$ cat src/rtl/tmr_pkg.sv
package tmr_pkg;

  // Word index of each register on the bus
  typedef enum logic [1:0] {
    REG_CTRL   = 2'd0,
    REG_RELOAD = 2'd1,
    REG_COUNT  = 2'd2,
    REG_IRQ    = 2'd3
  } reg_idx_e;

  // Bit positions inside the control word
  localparam int CTRL_RUN_BIT = 0;
  localparam int CTRL_SEL_LSB = 4;

  // Bit positions inside the interrupt word
  localparam int IRQ_EN_BIT   = 0;
  localparam int IRQ_PEND_BIT = 1;
  localparam int IRQ_CLR_BIT  = 2;

endpackage

$ cat src/rtl/tmr_tick_select.sv
module tmr_tick_select #(
  parameter int N_SRC = 4,
  localparam int SEL_W = (N_SRC > 1) ? $clog2(N_SRC) : 1
) (
  input  logic [N_SRC-1:0] tick_i,
  input  logic [SEL_W-1:0] sel_i,
  output logic             tick_o
);

  logic [N_SRC-1:0] hit;

  // One AND gate per source; a single bit survives for the decoded index.
  for (genvar k = 0; k < N_SRC; k++) begin : g_src
    assign hit[k] = tick_i[k] && (sel_i == SEL_W'(k));
  end

  assign tick_o = |hit;

  always_comb begin
    AST_ONE_SOURCE: assert ($onehot0(hit));
  end

endmodule

$ cat src/rtl/tmr_count_core.sv
module tmr_count_core #(
  parameter int CNT_W = 32
) (
  input  logic             clk,
  input  logic             rst_n,
  input  logic             run_i,
  input  logic             load_i,
  input  logic             tick_i,
  input  logic [CNT_W-1:0] reload_i,
  output logic [CNT_W-1:0] count_o,
  output logic             zero_hit_o
);

  localparam logic [CNT_W-1:0] ONE = CNT_W'(1);

  logic [CNT_W-1:0] count_q;
  logic             step_en;
  logic             at_zero;

  // Next value after one selected tick: drop by one, or refill from zero.
  function automatic logic [CNT_W-1:0] next_count(input logic [CNT_W-1:0] cur,
                                                  input logic [CNT_W-1:0] rel);
    return (cur == '0) ? rel : cur - ONE;
  endfunction

  // Whether one selected tick lands the count on zero.
  function automatic logic lands_on_zero(input logic [CNT_W-1:0] cur);
    return cur == ONE;
  endfunction

  assign step_en    = run_i && tick_i && !load_i;
  assign at_zero    = (count_q == '0);
  assign zero_hit_o = step_en && lands_on_zero(count_q);
  assign count_o    = count_q;

  always_ff @(posedge clk or negedge rst_n) begin
    if (!rst_n) begin
      count_q <= '1;
    end else if (load_i) begin
      count_q <= reload_i;
    end else if (step_en) begin
      count_q <= next_count(count_q, reload_i);
    end
  end

  AST_IDLE_HOLD: assert property (@(posedge clk) disable iff (!rst_n)
    (!load_i && !(run_i && tick_i)) |=> $stable(count_q));

  AST_STEP_DOWN: assert property (@(posedge clk) disable iff (!rst_n)
    (step_en && !at_zero) |=> (count_q == $past(count_q) - ONE));

  AST_START_LOAD: assert property (@(posedge clk) disable iff (!rst_n)
    load_i |=> (count_q == $past(reload_i)));

  AST_REFILL: assert property (@(posedge clk) disable iff (!rst_n)
    (step_en && at_zero) |=> (count_q == $past(reload_i)));

  AST_ZERO_AFTER_HIT: assert property (@(posedge clk) disable iff (!rst_n)
    zero_hit_o |=> (count_q == '0));

endmodule

$ cat src/rtl/tmr_irq_ctrl.sv
module tmr_irq_ctrl (
  input  logic clk,
  input  logic rst_n,
  input  logic lock_i,
  input  logic set_i,
  input  logic wr_i,
  input  logic en_d_i,
  input  logic clr_d_i,
  output logic pend_o,
  output logic en_o,
  output logic irq_o
);

  logic pend_q;
  logic en_q;
  logic clr_req;
  logic en_wr;

  assign clr_req = wr_i && clr_d_i;
  assign en_wr   = wr_i && !lock_i;

  always_ff @(posedge clk or negedge rst_n) begin
    if (!rst_n) begin
      pend_q <= 1'b0;
      en_q   <= 1'b0;
    end else begin
      if (set_i)        pend_q <= 1'b1;
      else if (clr_req) pend_q <= 1'b0;
      if (en_wr)        en_q   <= en_d_i;
    end
  end

  assign pend_o = pend_q;
  assign en_o   = en_q;
  assign irq_o  = pend_q && en_q;

  AST_SET_WINS: assert property (@(posedge clk) disable iff (!rst_n)
    set_i |=> pend_q);

  AST_CLEAR_DROPS: assert property (@(posedge clk) disable iff (!rst_n)
    (clr_req && !set_i) |=> !pend_q);

  AST_EN_LOCKED: assert property (@(posedge clk) disable iff (!rst_n)
    lock_i |=> $stable(en_q));

  AST_PEND_STICKY: assert property (@(posedge clk) disable iff (!rst_n)
    (pend_q && !clr_req) |=> pend_q);

endmodule

$ cat src/rtl/tmr_countdown.sv
module tmr_countdown
  import tmr_pkg::*;
#(
  parameter int CNT_W = 32,
  parameter int N_SRC = 4,
  localparam int SEL_W = (N_SRC > 1) ? $clog2(N_SRC) : 1
) (
  input  logic             clk,
  input  logic             rst_n,
  input  logic             bus_we,
  input  logic [1:0]       bus_addr,
  input  logic [CNT_W-1:0] bus_wdata,
  output logic [CNT_W-1:0] bus_rdata,
  input  logic [N_SRC-1:0] tick_i,
  output logic             irq_o
);

  logic             run_q;
  logic [SEL_W-1:0] sel_q;
  logic [CNT_W-1:0] reload_q;
  logic [CNT_W-1:0] count;
  logic             tick_sel;
  logic             zero_hit;
  logic             pend;
  logic             irq_en;
  logic             wr_ctrl;
  logic             wr_reload;
  logic             wr_irq;
  logic             start_evt;
  reg_idx_e         idx;

  assign idx       = reg_idx_e'(bus_addr);
  assign wr_ctrl   = bus_we && (idx == REG_CTRL);
  assign wr_reload = bus_we && (idx == REG_RELOAD) && !run_q;
  assign wr_irq    = bus_we && (idx == REG_IRQ);
  assign start_evt = wr_ctrl && bus_wdata[CTRL_RUN_BIT] && !run_q;

  always_ff @(posedge clk or negedge rst_n) begin
    if (!rst_n) begin
      run_q    <= 1'b0;
      sel_q    <= '0;
      reload_q <= '1;
    end else begin
      if (wr_ctrl) begin
        run_q <= bus_wdata[CTRL_RUN_BIT];
        sel_q <= bus_wdata[CTRL_SEL_LSB +: SEL_W];
      end
      if (wr_reload) reload_q <= bus_wdata;
    end
  end

  tmr_tick_select #(.N_SRC(N_SRC)) u_sel (
    .tick_i (tick_i),
    .sel_i  (sel_q),
    .tick_o (tick_sel)
  );

  tmr_count_core #(.CNT_W(CNT_W)) u_core (
    .clk        (clk),
    .rst_n      (rst_n),
    .run_i      (run_q),
    .load_i     (start_evt),
    .tick_i     (tick_sel),
    .reload_i   (reload_q),
    .count_o    (count),
    .zero_hit_o (zero_hit)
  );

  tmr_irq_ctrl u_irq (
    .clk     (clk),
    .rst_n   (rst_n),
    .lock_i  (run_q),
    .set_i   (zero_hit),
    .wr_i    (wr_irq),
    .en_d_i  (bus_wdata[IRQ_EN_BIT]),
    .clr_d_i (bus_wdata[IRQ_CLR_BIT]),
    .pend_o  (pend),
    .en_o    (irq_en),
    .irq_o   (irq_o)
  );

  always_comb begin
    bus_rdata = '0;
    unique case (idx)
      REG_CTRL: begin
        bus_rdata[CTRL_RUN_BIT]              = run_q;
        bus_rdata[CTRL_SEL_LSB +: SEL_W]     = sel_q;
      end
      REG_RELOAD: bus_rdata = reload_q;
      REG_COUNT:  bus_rdata = count;
      REG_IRQ: begin
        bus_rdata[IRQ_EN_BIT]   = irq_en;
        bus_rdata[IRQ_PEND_BIT] = pend;
      end
    endcase
  end

  AST_RELOAD_LOCKED: assert property (@(posedge clk) disable iff (!rst_n)
    run_q |=> $stable(reload_q));

  AST_IRQ_LEVEL: assert property (@(posedge clk) disable iff (!rst_n)
    (irq_o |-> (pend && irq_en)));

endmodule

$ cat config.mk
export PLATFORM = sky130hd
export DESIGN_NAME = tmr_countdown
export DESIGN_NICKNAME = d
export VERILOG_FILES = /design/src/rtl/tmr_pkg.sv /design/src/rtl/tmr_tick_select.sv /design/src/rtl/tmr_count_core.sv /design/src/rtl/tmr_irq_ctrl.sv /design/src/rtl/tmr_countdown.sv
export SDC_FILE = /design/constraint.sdc
export NUM_CORES = 1
export LEC_CHECK = 0
export ABC_AREA = 1
export BUFFER_PORTS_ARGS = -buffer_cell sky130_fd_sc_hd__buf_2
export CAP_MARGIN = 20
export CORE_UTILIZATION = 24
export DETAILED_ROUTE_END_ITERATION = 7
export HOLD_SLACK_MARGIN = 0.1
export PLACE_DENSITY_LB_ADDON = 0.3
export REMOVE_ABC_BUFFERS = 1
export SYNTH_ARGS = -nofsm -noshare
export SYNTH_HDL_FRONTEND = slang
export SYNTH_SLANG_ARGS = --single-unit
$ cat constraint.sdc
create_clock -name clk -period 2.2 [get_ports clk]
set_clock_uncertainty 0.1 [all_clocks]
set_input_delay 0.22 -clock clk [delete_from_list [all_inputs] [get_ports clk]]
set_output_delay 0.22 -clock clk [all_outputs]
set_load 0.02 [all_outputs]
==> flow_metrics.py, run 1 <==
metrics = {
    "outcome": {
        "status": "completed",
    },
    "routing": {
        "wirelength_met1_um": 7000,
        "top_signal_layer_used": "met4",
        "routed_via_density": 4.29,
        "drt-pass1-iter-count": 5,
        "total_wire_length_after_detailed_routing_um": 13600,
        "post-route-drc-count": 0,
        "route.antenna.remaining_nets": 0,
        "vias": 4609,
        "wire_per_inst_um": 12.6,
        "drt_iter0_markers": 233,
        "dr_wl_met2_um": 5810,
        "wl_met3_um": 492,
    },
    "global_routing": {
        "antenna_violations_before_repair": 0,
        "first_global_vias": 4554,
        "residual_overflow_from_global_routing": 0,
        "grt_start_max_net_pins": 70,
        "global_route.usage.total_pct": 14.4,
        "grt_first_pass_wirelength_um": 23100,
    },
    "setup_path": {
        "timing_worst_setup_path_type": "flip-flop to flip-flop",
        "capturing_point_of_the_worst_reg2reg_path": "u_core.count_o[15]$_DFFE_PN1P_",
        "regToRegSetupSlack_ns": 0.20,
        "reg2reg_depth": 10,
        "worst-path-max-fanout": 15,
        "worst_ep_required_time_ns": 2.37,
        "crit-reg2reg-launch": "u_core.count_o[0]$_DFFE_PN1P_",
        "setup.worst_path.start_class": "flip-flop",
        "timing.critical_path.arrival_ns": 2.17,
        "worst_setup_path_end_kind": "flip-flop",
    },
    "layout": {
        "synthToLayoutAreaGrowth_pct": 28.4,
        "post-route-util_pct": 31.8,
        "design.final.nets": 862,
        "num_antenna_cells": 0,
        "postLayoutCellArea_mm2": 0.00603,
        "drive_gt1_share_pct": 22.9,
    },
    "floorplanning": {
        "die-width_um": 142,
        "die-area_mm2": 0.0201,
        "top_level_ports": 74,
        "die_h_um": 142,
        "floorplan.initialDensity_pct": 24.8,
        "row_count": 50,
        "placeableCoreArea_mm2": 0.0190,
    },
    "timing": {
        "achievable_frequency_mhz": 500,
        "totalNegativeSetupSlack_ns": 0,
        "min_period_ns": 2.00,
        "timing_max_transition_violations_final": 0,
        "worstMarginPinSlew_ns": 0.379,
        "worst_slew_margin_rel_pct": 74.8,
        "final.period_utilization_pct": 90.9,
        "setup_viol": 0,
        "rsz0062_at_grt": "false",
        "hold_viol": 0,
    },
    "cts": {
        "cts.path.max_buffers": 2,
        "clock_tree_from_tritoncts": "built",
        "cts_buffers": 9,
        "clock-root-buffer": "clkbuf_16",
        "clk_pin_slew_ns": 0.06,
        "number_of_buffers_inserted_by_post_cts_setup_repair": 0,
        "cts-resized-gates": 0,
        "clkLatencyLatePin_ns": 0.35,
        "clock_tree.htree_level_count": 3,
        "tritoncts_num_sinks": 69,
        "number_of_hold_repair_buffers_added_at_the_cts_stage": 33,
    },
    "synthesis": {
        "async_flop_share_pct": 100,
        "synth.area.top_cells": "dfstp_2 36%, nand2_1 20%, nor2_1 7.1%",
        "syn_area_per_cell_um2": 6.64,
        "post-synth-top-area-fraction_pct": 35.8,
        "synth_common_cells": "249 x nand2_1, 89 x nor2_1, 78 x inv_1",
        "yosysMostFrequentCell": "nand2_1",
        "netlist_instances": 708,
        "seq_area_frac_synth_pct": 38.4,
        "netlist-cell-type-count": 34,
        "dominantRegCellSynth": "dfstp_2",
        "synth_enable_flop_cells": 0,
        "synth_warnings": 0,
        "synthesis.area_mm2": 0.00470,
        "yosys.area.top_type": "dfstp_2",
        "postSynthRegisterBits": 69,
    },
    "place": {
        "gp_routability_congestion": 0.875,
        "port_buffers": 73,
        "post-dp-hpwl_um": 9890,
        "placed_area_mm2": 0.00545,
    },
    "pwr": {
        "cellPowerDensity_mw_per_mm2": 1080,
        "vdd_drop_max_mv": 0.502,
        "cellLeakagePower_nw": 2.96,
        "fin_total_pwr_mw": 6.49,
    },
    "hold_path": {
        "hold_path_class": "input port to flip-flop",
        "hold_end": "u_irq.en_o$_DFFE_PN0P_",
        "worst_hold_path.num_cells": 3,
        "beginning_of_the_worst_hold_path": "bus_we",
    },
    "job": {
        "max_cap_viol_count": 0,
    },
}
## placed cells by master (no fill, tap or decap), types with 9 or more instances in the layout
cell type      Yosys  layout
dlygate4sd3_1      0      33
clkbuf_16          0       9
nand2_1          249     249
o21ai_0           20      20
a21oi_1           64      64
nor2_1            89      89
inv_1             78      78
nand4_1           13      13
nand3_1           53      52
buf_2              5      73
dfstp_2           64      64
## flip-flops by register name, summed over array words and instances (netlist names)
name / count
sel_q: 2
u_irq.en_o: 1
u_core.count_o: 32
reload_q: 32
run_q: 1
u_irq.pend_o: 1
## report_power, final
group	switching [mW]	leakage (nW)	internal (mW)
Combinational	1.74	2.10	0.983
Sequential	0.517	0.735	1.97
Clock	0.512	0.122	0.775
## worst max path at each step
stage	endpoint	slack, ns	depth (start not counted)	start
2_1_floorplan	reload_q[0]$_DFFE_PN1P_	-0.67	4	bus_addr[1]
5_1_grt	u_core.count_o[7]$_DFFE_PN1P_	0.02	11	u_core.count_o[0]$_DFFE_PN1P_
6_report	u_core.count_o[15]$_DFFE_PN1P_	0.20	10	u_core.count_o[0]$_DFFE_PN1P_
3_5_place_dp	u_core.count_o[19]$_DFFE_PN1P_	0.21	10	u_core.count_o[0]$_DFFE_PN1P_
4_1_cts	u_core.count_o[19]$_DFFE_PN1P_	0.20	10	u_core.count_o[0]$_DFFE_PN1P_
3_3_place_gp	u_core.count_o[30]$_DFFE_PN1P_	0.25	12	bus_addr[0]
## critical path: stages, from the launching register on
cell and delay, ns:
dfstp_2 0.38, inv_1 0.14, ha_1 0.28, nand2_4 0.11, nor2_4 0.19, nand2_4 0.08, o21ai_4 0.19, buf_4 0.24
nand2_1 0.08, nand3_1 0.09, nand2_1 0.05
## cells by family after synthesis
logic type | Yosys count | synth area share [%]
buf+inv | 104 | 9.32
compound gates | 96 | 11.3
simple gates | 427 | 38.1
xor+xnor | 4 | 0.746
flops | 69 | 38.4
fa+ha+maj | 8 | 2.13
## stage by stage
step                setup slack, ns  std cells  hold WS (ns)
finish                        0.199       1075         0.121
global placement              0.248       1029         0.188
floorplan                    -0.668        683        -0.176
detailed placement            0.215       1029         0.188
CTS                           0.197       1075         0.106
global route                 0.0216       1075         0.145
## cell type report
| type | count | area (um^2) |
|---|---|---|
| fillers | 2122 | 12900 |
| multi-input cells | 535 | 2460 |
| flip-flops and latches | 69 | 1810 |
| repair buffers | 119 | 893 |
| well taps | 260 | 325 |
| inverters | 79 | 297 |
| clock buffers | 13 | 250 |
## per-layer routing
layer,vias up,GRT usage [%]
met5,-,0
met2,73,21.3
met3,16,2.39
met4,0,5.89
met1,2083,20.7
li1,2437,-
(Power assumes the default switching activity.)
==> inputs of run 2 (changes only) <==
--- a/config.mk
+++ b/config.mk
@@ -8,6 +8,7 @@
 export ABC_AREA = 1
 export BUFFER_PORTS_ARGS = -buffer_cell sky130_fd_sc_hd__buf_2
 export CAP_MARGIN = 20
+export CORE_MARGIN = 2
 export CORE_UTILIZATION = 24
 export DETAILED_ROUTE_END_ITERATION = 7
 export HOLD_SLACK_MARGIN = 0.1
@@ -15,4 +16,5 @@
 export REMOVE_ABC_BUFFERS = 1
 export SYNTH_ARGS = -nofsm -noshare
 export SYNTH_HDL_FRONTEND = slang
+export SYNTH_HIERARCHICAL = 1
 export SYNTH_SLANG_ARGS = --single-unit
==> run 2 against run 1 <==
First-iteration DRC count up 21%; combinational power up 2%; synthesized cell count is 7.2% higher; area after synthesis grew 5.5%; count of clock-buffer cells in the layout grew 1; via count up 7.1%; critical path type unchanged; largest power group unchanged; highest routed layer unchanged.
==> flow_metrics.py, run 2 <==
metrics = {
    "synthesis": {
        "dominantRegCellSynth": "dfstp_2",
        "synth_common_cells": "319 x nand2_1, 77 x inv_1, 65 x nand3_1",
        "postSynthRegisterBits": 69,
        "synth_enable_flop_cells": 0,
        "async_flop_share_pct": 100,
        "syn_area_per_cell_um2": 6.53,
        "synth-adder-area-share_pct": 1.51,
        "synth.area.top_cells": "dfstp_2 34%, nand2_1 24%, nand3_1 6.6%",
        "synth_compound_gate_area_share_pct": 5.55,
        "yosys.area.top_type": "dfstp_2",
        "post-synth-top-area-fraction_pct": 33.9,
        "post_synth_and_or_nand_nor_area_fraction_pct": 44.7,
        "yosysMostFrequentCell": "nand2_1",
        "netlist-cell-type-count": 31,
        "synth_warnings": 6,
        "seq_area_frac_synth_pct": 36.4,
        "synth_mux_area_share_pct": 0,
        "netlist_instances": 759,
        "synth_top_family_by_area": "simple AND/OR/NAND/NOR gates",
        "synth_xor_area_share_pct": 1.06,
        "synthesis.area_mm2": 0.00496,
    },
    "layout": {
        "multi_input_area_mm2": 0.00262,
        "filler_cell_count": 2233,
        "drive_gt1_share_pct": 23.4,
        "layout.area.seq_mm2": 0.00181,
        "most_common_cell_after_layout_fill_and_taps_aside": "nand2_1",
        "design.final.nets": 907,
        "post-route-util_pct": 31.1,
        "synthToLayoutAreaGrowth_pct": 26.7,
        "mostFrequentLayoutCells": "319 x nand2_1, 77 x inv_1, 73 x buf_2",
        "num_antenna_cells": 0,
        "postLayoutCellArea_mm2": 0.00628,
    },
    "cts": {
        "clock_tree_from_tritoncts": "built",
        "clock_tree.htree_level_count": 3,
        "clk_pin_slew_ns": 0.06,
        "cts_buffers": 9,
        "tritoncts_num_sinks": 69,
        "clkLatencyLatePin_ns": 0.34,
        "number_of_buffers_inserted_by_post_cts_setup_repair": 0,
        "clock-root-buffer": "clkbuf_16",
        "cts.path.max_buffers": 2,
    },
    "timing": {
        "totalNegativeSetupSlack_ns": 0,
        "min_period_ns": 2.03,
        "rsz0062_at_grt": "false",
        "final.period_utilization_pct": 92.4,
        "hold_viol": 0,
        "setup_viol": 0,
        "worstMarginPinSlew_ns": 0.429,
        "achievable_frequency_mhz": 492,
        "worst_slew_margin_rel_pct": 71.4,
        "timing_max_transition_violations_final": 0,
    },
    "setup_path": {
        "worst-path-max-fanout": 18,
        "timing.critical_path.arrival_ns": 2.20,
        "worst_path_largest_cell_delay_ns": 0.56,
        "worst_ep_required_time_ns": 2.37,
        "regToRegSetupSlack_ns": 0.17,
        "cells_along_the_critical_path": "inv_1 -> ha_2 -> nand2_4 -> nor2_4 -> nand2_4 -> nor2_2 -> nor2_4 -> buf_12 -> nand3_1 -> nand2_1 -> nand2_1",
        "reg2reg_depth": 11,
        "setup.worst_path.start_class": "flip-flop",
        "crit-reg2reg-launch": "u_core/count_o[0]$_DFFE_PN1P_",
        "worst_setup_path_end_kind": "flip-flop",
        "capturing_point_of_the_worst_reg2reg_path": "u_core/count_o[29]$_DFFE_PN1P_",
        "timing.critical_path.slowest_stage_cell": "dfstp_2",
        "timing_worst_setup_path_type": "flip-flop to flip-flop",
    },
    "floorplanning": {
        "die-width_um": 148,
        "floorplan.initialDensity_pct": 24.5,
        "die_h_um": 148,
        "top_level_ports": 74,
        "placeableCoreArea_mm2": 0.0202,
        "row_count": 52,
        "die-area_mm2": 0.0218,
    },
    "global_routing": {
        "residual_overflow_from_global_routing": 0,
        "grtUsageMet1_pct": 19.7,
        "global_route.usage.total_pct": 14.1,
        "grtUsageMet3_pct": 2.25,
        "grt_start_max_net_pins": 70,
        "first_global_vias": 4748,
        "antenna_violations_before_repair": 0,
        "grt.met2_usage_pct": 22.1,
        "globalRoute.busiestLayer": "met2",
        "grt_first_pass_wirelength_um": 24700,
    },
    "place": {
        "port_buffers": 73,
        "post-dp-hpwl_um": 10700,
        "placed_area_mm2": 0.00567,
        "gp_routability_congestion": 0.888,
    },
    "pwr": {
        "cellLeakagePower_nw": 3.07,
        "cellPowerDensity_mw_per_mm2": 1070,
        "vdd_drop_max_mv": 0.381,
    },
    "hold_path": {
        "hold_end": "sel_q[0]$_DFFE_PN0P_",
        "beginning_of_the_worst_hold_path": "bus_we",
        "hold_path_class": "input port to flip-flop",
        "worst_hold_path.num_cells": 4,
    },
    "routing": {
        "total_wire_length_after_detailed_routing_um": 14700,
        "routed_via_density": 4.35,
        "vias": 4934,
        "post-route-drc-count": 0,
        "drt-pass1-iter-count": 7,
        "route.antenna.remaining_nets": 0,
        "drt_iter0_markers": 281,
        "wire_per_inst_um": 13.0,
    },
    "outcome": {
        "status": "completed",
    },
    "job": {
        "max_cap_viol_count": 0,
    },
}
[run 2: changes by cell type after synthesis, sizes merged, moves of 2 or more]
| cell | before | now |
|---|---|---|
| o21ai | 26 | 16 |
| nand4 | 13 | 44 |
| nand3 | 53 | 66 |
| nand3b | 2 | 0 |
| xor2 | 3 | 5 |
| inv | 79 | 81 |
| buf | 12 | 29 |
| clkbuf | 13 | 5 |
| ha | 8 | 6 |
| a21oi | 65 | 33 |
| nand2 | 252 | 323 |
| nor2 | 101 | 73 |
[run 2: how the worst max path moves through the flow]
| stage | from | endpoint | cells after the start |
|---|---|---|---|
| floorplan | bus_addr[1] | reload_q[0]$_DFFE_PN1P_ | 5 |
| global placement | u_core/count_o[0]$_DFFE_PN1P_ | u_core/count_o[29]$_DFFE_PN1P_ | 11 |
| detailed placement | u_core/count_o[0]$_DFFE_PN1P_ | u_core/count_o[29]$_DFFE_PN1P_ | 11 |
| CTS | u_core/count_o[0]$_DFFE_PN1P_ | u_core/count_o[29]$_DFFE_PN1P_ | 11 |
| global route | u_core/count_o[0]$_DFFE_PN1P_ | u_core/count_o[22]$_DFFE_PN1P_ | 9 |
| finish | u_core/count_o[0]$_DFFE_PN1P_ | u_core/count_o[29]$_DFFE_PN1P_ | 11 |
[run 2: what timing repair did]
| action | in CTS | in global routing |
|---|---|---|
| endpoints found under the setup margin | 0 | 3 |
| hold endpoints to repair | 42 | 0 |
| hold buffers | 33 | 0 |
| resized for setup | 0 | 1 |
[run 2: layout make-up]
class,instances,area share (%)
sequential,69,28.7
multi-input combinational,574,41.7
clock inverter,1,0.0796
clock buffer,14,4.36
timing repair buffer,124,14.8
tap,270,5.38
inverter,82,4.90
[run 2: cells by family (layout without fill, tap and decap cells)]
logic type      Yosys count  count (layout)
fa+ha+maj                 6               6
simple gates            512             512
flops                    69              69
xor+xnor                  6               6
buf+inv                 116             221
compound gates           50              50
[run 2: report_power, final]
group	leakage, nW	internal, mW	switching, mW
clock network	0.139	0.848	0.529
registers	0.732	1.99	0.570
logic	2.20	0.998	1.78
total	3.07	3.84	2.88
[run 2: per-layer routing]
metal	vias up	wire length, um
met2	93	6570
met4	0	231
li1	2603	-
met3	13	611
met1	2225	7310
met5	-	0
[run 2: per-stage QoR]
stage / instances / setup WS, ns / power [mW] / hold slack, ns
6_report: 1134 / 0.168 / 6.72 / 0.190
5_1_grt: 1134 / 0.0378 / 7.38 / 0.214
4_1_cts: 1134 / 0.0707 / 6.79 / 0.186
3_5_place_dp: 1086 / 0.0925 / 5.32 / 0.185
3_3_place_gp: 1086 / 0.115 / 5.29 / 0.181
2_1_floorplan: 725 / -0.372 / 4.43 / -0.176
[run 2: critical path: cells and delay by family, from the launching register on]
kind | cells | cell delay, ns
flops | 1 | 0.56
simple gates | 8 | 0.77
buf+inv | 2 | 0.27
fa+ha+maj | 1 | 0.24
==> inputs of run 3 (changes only) <==
--- a/config.mk
+++ b/config.mk
@@ -5,7 +5,6 @@
 export SDC_FILE = /design/constraint.sdc
 export NUM_CORES = 1
 export LEC_CHECK = 0
-export ABC_AREA = 1
 export BUFFER_PORTS_ARGS = -buffer_cell sky130_fd_sc_hd__buf_2
 export CAP_MARGIN = 20
 export CORE_MARGIN = 2
==> run 3 against run 2 <==
The run now ends with negative setup slack left; cell count down 25%; power down 8.7%; register-to-register slack lost 0.32 ns; synthesized cell count down 45%; count of clock-buffer cells in the layout is 1 lower; highest routed layer unchanged; largest power group unchanged; non-clock buffer count rose by 89; wire length grew 0.48%; critical endpoint is now u_core/count_o[24]$_DFFE_PN1P_; final area increased by 7.6%; critical path depth is 6 lower.
==> flow_metrics.py, run 3 <==
metrics = {
    "synthesis": {
        "synth_enable_flop_cells": 0,
        "postSynthRegisterBits": 69,
        "post-synth-top-area-fraction_pct": 38.6,
        "synth_xor_area_share_pct": 0.603,
        "post_synth_and_or_nand_nor_area_fraction_pct": 20.9,
        "synth_compound_gate_area_share_pct": 17.6,
        "synth-adder-area-share_pct": 1.72,
        "seq_area_frac_synth_pct": 41.4,
        "netlist-cell-type-count": 65,
        "netlist_instances": 419,
        "synth_mux_area_share_pct": 13.6,
        "syn_area_per_cell_um2": 10.4,
        "synth_common_cells": "64 x dfstp_2, 31 x a22oi_1, 31 x mux2_4",
        "synth_top_family_by_area": "simple AND/OR/NAND/NOR gates",
        "synth.area.top_cells": "dfstp_2 39%, mux2_4 11%, a22oi_1 5.3%",
        "synthesis.area_mm2": 0.00436,
        "dominantRegCellSynth": "dfstp_2",
        "yosys.area.top_type": "dfstp_2",
        "yosysMostFrequentCell": "dfstp_2",
        "synth_warnings": 6,
        "async_flop_share_pct": 100,
    },
    "cts": {
        "clock_tree_from_tritoncts": "built",
        "clock_tree.htree_level_count": 3,
        "clk_pin_slew_ns": 0.06,
        "cts.path.max_buffers": 2,
        "tritoncts_num_sinks": 69,
        "clock-root-buffer": "clkbuf_16",
        "cts_buffers": 9,
        "clkLatencyLatePin_ns": 0.34,
    },
    "place": {
        "post-dp-hpwl_um": 10800,
        "gp_routability_congestion": 0.875,
        "post-place-cells": 786,
        "port_buffers": 73,
        "detailedPlace.worstSlack_ns": -0.388,
    },
    "routing": {
        "routed_via_density": 4.91,
        "top_signal_layer_used": "met4",
        "route.antenna.remaining_nets": 0,
        "wirelength_met1_um": 6610,
        "drt_iter0_markers": 198,
        "total_wire_length_after_detailed_routing_um": 14800,
        "dr_wl_met2_um": 7290,
        "wire_per_inst_um": 17.5,
        "wl_met3_um": 632,
        "vias": 4161,
        "drt-pass1-iter-count": 6,
        "post-route-drc-count": 0,
    },
    "global_routing": {
        "grt_start_max_net_pins": 70,
        "antenna_violations_before_repair": 0,
        "first_global_vias": 4588,
        "residual_overflow_from_global_routing": 0,
        "global_route.usage.total_pct": 15.5,
        "grt_first_pass_wirelength_um": 24200,
    },
    "pwr": {
        "net-switching-power_mw": 2.04,
        "internal_dissipation_mw": 4.09,
        "fin_total_pwr_mw": 6.13,
        "swShare_pct": 33.3,
        "p_comb_share_pct": 40.1,
        "vdd_drop_max_mv": 0.378,
        "pwr-share-clk_pct": 24.7,
        "cellLeakagePower_nw": 2.89,
        "cellPowerDensity_mw_per_mm2": 907,
        "power.share.sequential_pct": 35.3,
    },
    "timing": {
        "worstMarginPinSlew_ns": 0.422,
        "timing_max_transition_violations_final": 0,
        "worst_slew_margin_rel_pct": 71.6,
        "hold_viol": 0,
        "final.period_utilization_pct": 107,
        "achievable_frequency_mhz": 425,
        "min_period_ns": 2.35,
        "setup_ws_ns": -0.151,
        "totalNegativeSetupSlack_ns": -1.98,
        "setup_viol": 30,
        "rsz0062_at_grt": "true",
    },
    "floorplanning": {
        "floorplan.initialDensity_pct": 24.4,
        "placeableCoreArea_mm2": 0.0179,
        "die-width_um": 139,
        "row_count": 49,
        "die-area_mm2": 0.0193,
        "top_level_ports": 74,
        "die_h_um": 139,
    },
    "layout": {
        "post_layout_nonfiller_instances": 847,
        "synthToLayoutAreaGrowth_pct": 55.1,
        "num_antenna_cells": 0,
        "most_common_cell_after_layout_fill_and_taps_aside": "buf_4",
        "design.final.nets": 662,
        "post-route-util_pct": 37.8,
        "mostFrequentLayoutCells": "90 x buf_4, 73 x buf_2, 64 x dfstp_2",
        "drive_gt1_share_pct": 58.6,
    },
    "outcome": {
        "violations": "negative setup slack",
        "status": "complete, but fails checks",
    },
    "hold_path": {
        "hold_path_class": "input port to flip-flop",
        "worst_hold_path.num_cells": 3,
        "beginning_of_the_worst_hold_path": "bus_we",
        "hold_end": "run_q$_DFFE_PN0P_",
    },
    "setup_path": {
        "timing.critical_path.slowest_stage_cell": "or4_4",
        "crit-reg2reg-launch": "u_core/count_o[12]$_DFFE_PN1P_",
        "worst-path-max-fanout": 5,
        "worst_setup_path_end_kind": "flip-flop",
        "worst_ep_required_time_ns": 2.37,
        "timing.critical_path.arrival_ns": 2.52,
        "reg2reg_depth": 5,
        "timing_worst_setup_path_type": "flip-flop to flip-flop",
        "worst_path_largest_cell_delay_ns": 0.60,
        "setup.worst_path.start_class": "flip-flop",
        "cells_along_the_critical_path": "or4_4 -> nor4_4 -> nand2_1 -> or4b_4 -> o211ai_1",
        "regToRegSetupSlack_ns": -0.15,
        "capturing_point_of_the_worst_reg2reg_path": "u_core/count_o[24]$_DFFE_PN1P_",
    },
    "job": {
        "max_cap_viol_count": 0,
    },
}
## run 3: cell types whose count changed after synthesis, moves of 29 or more
cell     change
a22oi_1     +31
inv_1       -68
mux2_4      +31
nand2_1    -290
nand3_1     -51
nand4_1     -40
nor2_1      -40
nor2b_1     +29
## run 3: worst max path at each step
stage | start | end | depth (start not counted)
after CTS | u_core/count_o[1]$_DFFE_PN1P_ | u_core/count_o[24]$_DFFE_PN1P_ | 7
after detailed placement | u_core/count_o[0]$_DFFE_PN1P_ | u_core/count_o[18]$_DFFE_PN1P_ | 8
after global placement | u_core/count_o[0]$_DFFE_PN1P_ | u_core/count_o[18]$_DFFE_PN1P_ | 8
after global routing | u_core/count_o[12]$_DFFE_PN1P_ | u_core/count_o[28]$_DFFE_PN1P_ | 5
after floorplan | u_core/count_o[0]$_DFFE_PN1P_ | u_core/count_o[19]$_DFFE_PN1P_ | 7
final | u_core/count_o[12]$_DFFE_PN1P_ | u_core/count_o[24]$_DFFE_PN1P_ | 5
## run 3: area by class of cell
class / instances / area [um^2]
Fill cell: 1815 / 11100
Multi-Input combinational cell: 313 / 2730
Sequential cell: 69 / 1810
Timing Repair Buffer: 213 / 1610
Tap cell: 229 / 287
Clock buffer: 13 / 270
Inverter: 9 / 33.8
Clock inverter: 1 / 30.0
## run 3: cells by family (layout without fill, tap and decap cells)
logic type | after synthesis | count (layout)
flip-flops | 69 | 69
adder cells (fa/ha/maj) | 6 | 6
AND/OR/NAND/NOR | 156 | 156
XOR/XNOR | 3 | 3
AO/OA/AOI/OAI | 106 | 106
multiplexers | 42 | 42
buffers and inverters | 37 | 236
## run 3: repair_timing
item,4_1_cts,5_1_grt
buffers inserted,12,2
hold buffers,33,0
resized for setup,75,26
setup endpoints to repair,33,33
gates cloned,1,0
hold endpoints to repair,42,0
pin swaps,32,7
## run 3: worst max-delay path, delay by kind of cell (launching register included)
kind               cells  cell delay (ns)
AOI/OAI and AO/OA      1             0.19
DFF                    1             0.36
and+or+nand+nor        4             1.62
## run 3: layer usage
metal | up-vias | track usage, %
met3 | 17 | 3.52
met4 | 0 | 5.42
met2 | 96 | 26.0
met5 | - | 0
met1 | 2059 | 19.8
li1 | 1989 | -
## run 3: stage by stage
| step | area, um^2 | hold WS, ns |
|---|---|---|
| finish | 6760 | 0.268 |
| global route | 6760 | 0.285 |
| CTS | 6620 | 0.264 |
| detailed placement | 5600 | 0.183 |
| global placement | 5600 | 0.176 |
| floorplan | 4210 | -0.176 |
## run 3: power groups by stage
stage | Combinational (mW) | Sequential, mW | Clock [mW]
finish | 2.46 | 2.16 | 1.51
global route | 2.65 | 2.22 | 1.59
CTS | 2.36 | 2.16 | 1.55
detailed placement | 2.13 | 2.15 | 0
global placement | 2.12 | 2.14 | 0
floorplan | 1.04 | 2.18 | 0
